$ cat config.mk
export PLATFORM = sky130hd
export DESIGN_NAME = prbs7_quad
export DESIGN_NICKNAME = d
export VERILOG_FILES = /design/src/rtl/prbs7_pkg.sv /design/src/rtl/prbs_ahead.sv /design/src/rtl/prbs_gen.sv /design/src/rtl/prbs_ser.sv /design/src/rtl/prbs_chk.sv /design/src/rtl/prbs7_quad.sv
export SDC_FILE = /design/constraint.sdc
export NUM_CORES = 1
export LEC_CHECK = 0
export CAP_MARGIN = 20
export CORE_MARGIN = 2
export CORE_UTILIZATION = 45
export CTS_BUF_LIST = sky130_fd_sc_hd__clkbuf_8
export CTS_CLUSTER_SIZE = 10
export DETAILED_ROUTE_END_ITERATION = 6
export DONT_BUFFER_PORTS = 1
export PLACE_DENSITY = 0.62
export SLEW_MARGIN = 20
export SYNTH_ARGS = -nofsm -noshare
export SYNTH_HDL_FRONTEND = slang
export SYNTH_SLANG_ARGS = --single-unit
$ cat constraint.sdc
create_clock -name clk_i -period 5.45 [get_ports clk_i]
set_clock_uncertainty 0.15 [all_clocks]
set_input_delay 0.2725 -clock clk_i [delete_from_list [all_inputs] [get_ports clk_i]]
set_output_delay 0.2725 -clock clk_i [all_outputs]
set_load 0.05 [all_outputs]
$ cat src/rtl/prbs7_pkg.sv
`timescale 1ns/1ps
package prbs7_pkg;
    // Sequence definition: s[m] = ~(s[m-ORDER] ^ s[m-TAP])
    localparam int PRBS_ORDER = 7;
    localparam int PRBS_TAP   = 6;
    // Bits delivered per clock
    localparam int PRBS_LANES = 4;
    // Error counter width and clean-word run needed for lock
    localparam int PRBS_CNT_W = 16;
    localparam int PRBS_LOCK_RUN = 8;
endpackage

$ cat src/rtl/prbs_ahead.sv
`timescale 1ns/1ps
// Look-ahead network: from ORDER history bits (bit 0 oldest) compute the
// next LANES sequence bits and the updated history. Bits produced earlier
// in the same word are reused when the look-ahead reaches past the register.
module prbs_ahead #(
    parameter int ORDER = 7,
    parameter int TAP   = 6,
    parameter int LANES = 4
) (
    input  logic [ORDER-1:0] st_i,
    output logic [LANES-1:0] word_o,
    output logic [ORDER-1:0] nxt_o
);
    localparam int EXT = ORDER + LANES;

    logic [EXT-1:0] ext;

    always_comb begin
        ext = '0;
        ext[ORDER-1:0] = st_i;
        for (int j = 0; j < LANES; j++) begin
            ext[ORDER+j] = ~(ext[j] ^ ext[j+ORDER-TAP]);
        end
    end

    assign word_o = ext[EXT-1:ORDER];
    assign nxt_o  = ext[EXT-1 -: ORDER];
endmodule

$ cat src/rtl/prbs_gen.sv
`timescale 1ns/1ps
module prbs_gen #(
    parameter int ORDER = 7,
    parameter int TAP   = 6,
    parameter int LANES = 4
) (
    input  logic             clk_i,
    input  logic             rst_ni,
    input  logic             en_i,
    output logic [LANES-1:0] word_o,
    output logic [ORDER-1:0] st_o
);
    typedef struct packed {
        logic [ORDER-1:0] st;
    } gen_t;

    gen_t             gen_d, gen_q;
    logic [ORDER-1:0] st_nxt;

    prbs_ahead #(.ORDER(ORDER), .TAP(TAP), .LANES(LANES)) u_ahead (
        .st_i   (gen_q.st),
        .word_o (word_o),
        .nxt_o  (st_nxt)
    );

    always_comb begin
        gen_d = gen_q;
        if (en_i) gen_d.st = st_nxt;
    end

    always_ff @(posedge clk_i or negedge rst_ni) begin
        if (!rst_ni) gen_q <= '0;
        else         gen_q <= gen_d;
    end

    assign st_o = gen_q.st;
endmodule

$ cat src/rtl/prbs_ser.sv
`timescale 1ns/1ps
// Serializer model: captures a word on enable, then shifts out lane 0 first.
module prbs_ser #(
    parameter int LANES = 4
) (
    input  logic             clk_i,
    input  logic             rst_ni,
    input  logic             en_i,
    input  logic [LANES-1:0] word_i,
    output logic             bit_o
);
    typedef struct packed {
        logic [LANES-1:0] sh;
    } ser_t;

    ser_t ser_d, ser_q;

    always_comb begin
        ser_d = ser_q;
        if (en_i) ser_d.sh = word_i;
        else      ser_d.sh = ser_q.sh >> 1;
    end

    always_ff @(posedge clk_i or negedge rst_ni) begin
        if (!rst_ni) ser_q <= '0;
        else         ser_q <= ser_d;
    end

    assign bit_o = ser_q.sh[0];
endmodule

$ cat src/rtl/prbs_chk.sv
`timescale 1ns/1ps
module prbs_chk #(
    parameter int ORDER    = 7,
    parameter int TAP      = 6,
    parameter int LANES    = 4,
    parameter int CNT_W    = 16,
    parameter int LOCK_RUN = 8
) (
    input  logic             clk_i,
    input  logic             rst_ni,
    input  logic             en_i,
    input  logic [LANES-1:0] rx_i,
    output logic             err_o,
    output logic             locked_o,
    output logic [CNT_W-1:0] cnt_o
);
    // words needed to fill the history before predictions are valid
    localparam int FILL   = (ORDER + LANES - 1) / LANES;
    localparam int FILL_W = $clog2(FILL + 1);
    localparam int RUN_W  = $clog2(LOCK_RUN + 1);
    localparam int EXT    = ORDER + LANES;

    typedef struct packed {
        logic [ORDER-1:0]  hist;
        logic [FILL_W-1:0] fill;
        logic [RUN_W-1:0]  run;
        logic              locked;
        logic              err;
        logic [CNT_W-1:0]  cnt;
    } chk_t;

    chk_t             chk_d, chk_q;
    logic [LANES-1:0] pred;
    logic [ORDER-1:0] pred_nxt;
    logic [EXT-1:0]   rx_ext;
    logic [ORDER-1:0] rx_nxt;
    logic             mismatch;

    prbs_ahead #(.ORDER(ORDER), .TAP(TAP), .LANES(LANES)) u_pred (
        .st_i   (chk_q.hist),
        .word_o (pred),
        .nxt_o  (pred_nxt)
    );

    assign rx_ext   = {rx_i, chk_q.hist};
    assign rx_nxt   = rx_ext[EXT-1 -: ORDER];
    assign mismatch = |(rx_i ^ pred);

    always_comb begin
        chk_d     = chk_q;
        chk_d.err = 1'b0;
        if (en_i) begin
            if (chk_q.fill != FILL_W'(FILL)) begin
                chk_d.fill = chk_q.fill + 1'b1;
                chk_d.hist = rx_nxt;
            end else if (!chk_q.locked) begin
                chk_d.hist = rx_nxt;
                if (mismatch) begin
                    chk_d.run = '0;
                end else begin
                    chk_d.run = chk_q.run + 1'b1;
                    if (chk_q.run == RUN_W'(LOCK_RUN - 1)) chk_d.locked = 1'b1;
                end
            end else begin
                chk_d.hist = pred_nxt;
                if (mismatch) begin
                    chk_d.err = 1'b1;
                    if (chk_q.cnt != '1) chk_d.cnt = chk_q.cnt + 1'b1;
                end
            end
        end
    end

    always_ff @(posedge clk_i or negedge rst_ni) begin
        if (!rst_ni) chk_q <= '0;
        else         chk_q <= chk_d;
    end

    assign err_o    = chk_q.err;
    assign locked_o = chk_q.locked;
    assign cnt_o    = chk_q.cnt;
endmodule

$ cat src/rtl/prbs7_quad.sv
`timescale 1ns/1ps
module prbs7_quad
    import prbs7_pkg::*;
#(
    parameter int ORDER    = PRBS_ORDER,
    parameter int TAP      = PRBS_TAP,
    parameter int LANES    = PRBS_LANES,
    parameter int CNT_W    = PRBS_CNT_W,
    parameter int LOCK_RUN = PRBS_LOCK_RUN
) (
    input  logic             clk_i,
    input  logic             rst_ni,
    input  logic             en_i,
    output logic [LANES-1:0] gen_word_o,
    output logic             ser_bit_o,
    input  logic [LANES-1:0] rx_word_i,
    output logic             err_o,
    output logic             locked_o,
    output logic [CNT_W-1:0] err_cnt_o
);
    logic [ORDER-1:0] gen_st;

    prbs_gen #(.ORDER(ORDER), .TAP(TAP), .LANES(LANES)) u_gen (
        .clk_i  (clk_i),
        .rst_ni (rst_ni),
        .en_i   (en_i),
        .word_o (gen_word_o),
        .st_o   (gen_st)
    );

    prbs_ser #(.LANES(LANES)) u_ser (
        .clk_i  (clk_i),
        .rst_ni (rst_ni),
        .en_i   (en_i),
        .word_i (gen_word_o),
        .bit_o  (ser_bit_o)
    );

    prbs_chk #(
        .ORDER(ORDER), .TAP(TAP), .LANES(LANES),
        .CNT_W(CNT_W), .LOCK_RUN(LOCK_RUN)
    ) u_chk (
        .clk_i    (clk_i),
        .rst_ni   (rst_ni),
        .en_i     (en_i),
        .rx_i     (rx_word_i),
        .err_o    (err_o),
        .locked_o (locked_o),
        .cnt_o    (err_cnt_o)
    );
endmodule


==> reports/metrics.cfg <==
[place]
place_hpwl_mm = 2.348
port_buffers = 0
dpl_cell_area_um2 = 2063
finalWeightedCongestion = 0.8715

[synthesis]
synthMostInstantiatedCell = dfrtp_1
synth_cell_type_count = 35
synth_area_um2 = 2146
yosys-top-cells-count = dfrtp_1, buf_4, xnor2_1
syn_nets = 208
avgSynthCellArea_um2 = 10.84
postSynth.asyncResetShare_pct = 100.0
ys_seq_area_share_pct = 48.98
ys.flop_type = dfrtp_1
yosysTopAreaCell = dfrtp_1
syn_inst = 198
synth-seq-cells = 42
synth-edff-count = 0
synth_warnings = 0
netlist.area_leader.share_pct = 48.98
synth_area_leaders = dfrtp_1, xnor2_1, buf_4

[clocking]
cts_inserted_buffers = 5
cts_hold_buf = 3
clk_latency_ns = 0.29
htreeDepth = 2
post_cts_buffers = 0
clk_pin_slew_ns = 0.08
clk_path_buf_depth = 2
cts_resized = 0
root_buffer = clkbuf_8
cts_tree = done
cts.sinks = 42

[power_and_ir_drop]
power_frac_comb_pct = 30.6
p_leak_nw = 1.042
p_int_w = 0.0006055
seqPwrFrac_pct = 45.0
ir_worst_vdd_mv = 0.2349
sw_frac_of_total_pct = 36.41
switching_power_w = 0.0003466
clockPowerShare_pct = 24.4
power.density_nw_per_um2 = 426.6

[floorplanning]
core_area_um2 = 4661
die_h_um = 73.06
die_w_um = 73.06
start_util_pct = 46.04
io_pins = 30
rows = 25
die_area_um2 = 5337

[timing]
fmax_ghz = 0.4265
relSlewSlack_pct = 41.28
worst_slew_pin_slew_ns = 0.8779
period_share_pct = 43.02
period_minus_slack_ns = 2.345
maxSlewViolCount = 0
setup_viol = 0
finalSetupTns_ns = 0
finalHoldViolations = 0
hold_slack_ns = 0.04668
rsz0062_at_grt = false

[setup_path]
worstPathRequired_ns = 5.48
critPathMaxFanout = 12
path_delay_family = simple AND/OR/NAND/NOR gates
crit_path_top_delay_cell = or4_1
cp_cell_sequence = xnor3_1 -> or4_1 -> o211a_4 -> mux2_2
worst-path-buf-inv = 0
crit_type = reg2reg
cp-end-kind = flip-flop
cpPeakStageDelay_ns = 0.66
worst_setup_path_start_kind = flip-flop
cp.arrival_ns = 2.37

[final_layout]
insertedDiodeCount = 0
drive_above_1_share_pct = 14.44
final_area_um2 = 2232
fin_nets = 196
area_growth_pct = 4.023

[route]
wl_per_cell_um = 14.10
drtPass1Iterations = 6
vias_per_cell = 5.274
drcViolationCount = 0
first_iter_violations = 79
antenna_left = 0
num_vias = 1271
route.final.wire_length_mm = 3.397

[global_route]
grt_max_degree = 43
antenna_found_initial = 0
globalRouteOverflowTotal = 0
gr-usage-all-layers_pct = 13.92
first_global_vias = 1152
grt_pass1_wl_mm = 5.630

[job]
maxCapViolations = 0

[outcome]
status = finished, final reports clean

[worst_hold_path]
hp-class = in2reg

-- placed cells by master, fill, tap and decap left out, drive strengths merged, types with 3 or more instances in the layout --
master,count
a21oi,9
nand4,3
o21ai,9
mux2,9
xnor2,16
xor2,7
inv,13
nand3,11
and3,4
clkbuf,5
dfrtp,42
nor3,5
xnor3,4
nand2,16
nor2,12
ha,3
-- registers in the layout, indices dropped and copies added, names as in the netlist --
| signal | cells |
|---|---|
| u_gen.st_o | 7 |
| u_chk.err_o | 1 |
| u_chk.cnt_o | 16 |
| u_chk.chk_q | 13 |
| u_ser.ser_q | 4 |
| u_chk.locked_o | 1 |
-- layout make-up --
type | count | area [um^2]
well taps | 54 | 67.56
clock inverters | 3 | 37.54
multi-input cells | 122 | 918.4
repair buffers | 4 | 47.55
inverters | 11 | 41.29
clock buffers | 5 | 68.82
flip-flops and latches | 42 | 1051
fillers | 398 | 2429
-- cells by family after synthesis --
group | after synthesis | synth area share, %
simple gates | 60 | 15.28
mux | 9 | 4.723
buf+inv | 34 | 9.271
flops | 42 | 48.98
xor+xnor | 27 | 13.59
compound gates | 23 | 6.414
fa+ha+maj | 3 | 1.749
-- metrics by stage --
step	util [%]	setup slack [ns]	power [W]	std cells
2_1_floorplan	-	3.275	0.0006565	198
3_3_place_gp	44.27	3.135	0.0006872	230
3_5_place_dp	44.27	3.094	0.0006974	230
4_1_cts	47.41	3.093	0.0009463	241
5_1_grt	47.89	2.968	0.001011	241
6_report	47.89	3.105	0.0009522	241
-- layer usage --
metal	track usage, %	up-vias	part of all wire [%]	routed length, um
met5	0	-	0	0
met4	6.790	0	1.1	37
met2	20.02	27	47	1582
met1	18.50	619	46	1576
li1	-	621	-	-
met3	5.110	4	5.9	200
-- worst reg2reg max path: cells and delay by family (launching register included) --
kind | cells | cell delay (ns)
AND/OR/NAND/NOR | 1 | 0.66
XOR/XNOR | 1 | 0.42
AO/OA/AOI/OAI | 1 | 0.28
multiplexers | 1 | 0.29
flip-flops | 1 | 0.45
-- final timing paths --
kind	from	endpoint	slack [ns]	depth (start not counted)
max	u_chk.chk_q[27]	u_chk.cnt_o[1]	3.11	4
min	rx_word_i[1]	u_chk.chk_q[28]	0.05	2
max reg2reg	u_chk.chk_q[27]	u_chk.cnt_o[1]	3.11	4
min reg2reg	u_chk.chk_q[22]	u_chk.chk_q[22]	0.33	1
max in group asynchronous	rst_ni	u_chk.chk_q[27]	4.62	2
min in group asynchronous	rst_ni	u_chk.chk_q[19]	0.33	2
-- power groups by stage --
| stage | Clock [W] | Combinational (W) | Sequential, W |
|---|---|---|---|
| 6_report | 0.000233 | 0.000291 | 0.000429 |
| 5_1_grt | 0.000256 | 0.000318 | 0.000436 |
| 4_1_cts | 0.000242 | 0.000281 | 0.000423 |
| 3_5_place_dp | 0 | 0.000267 | 0.000430 |
| 3_3_place_gp | 0 | 0.000261 | 0.000426 |
| 2_1_floorplan | 0 | 0.000240 | 0.000417 |
(Power assumes the default switching activity.)
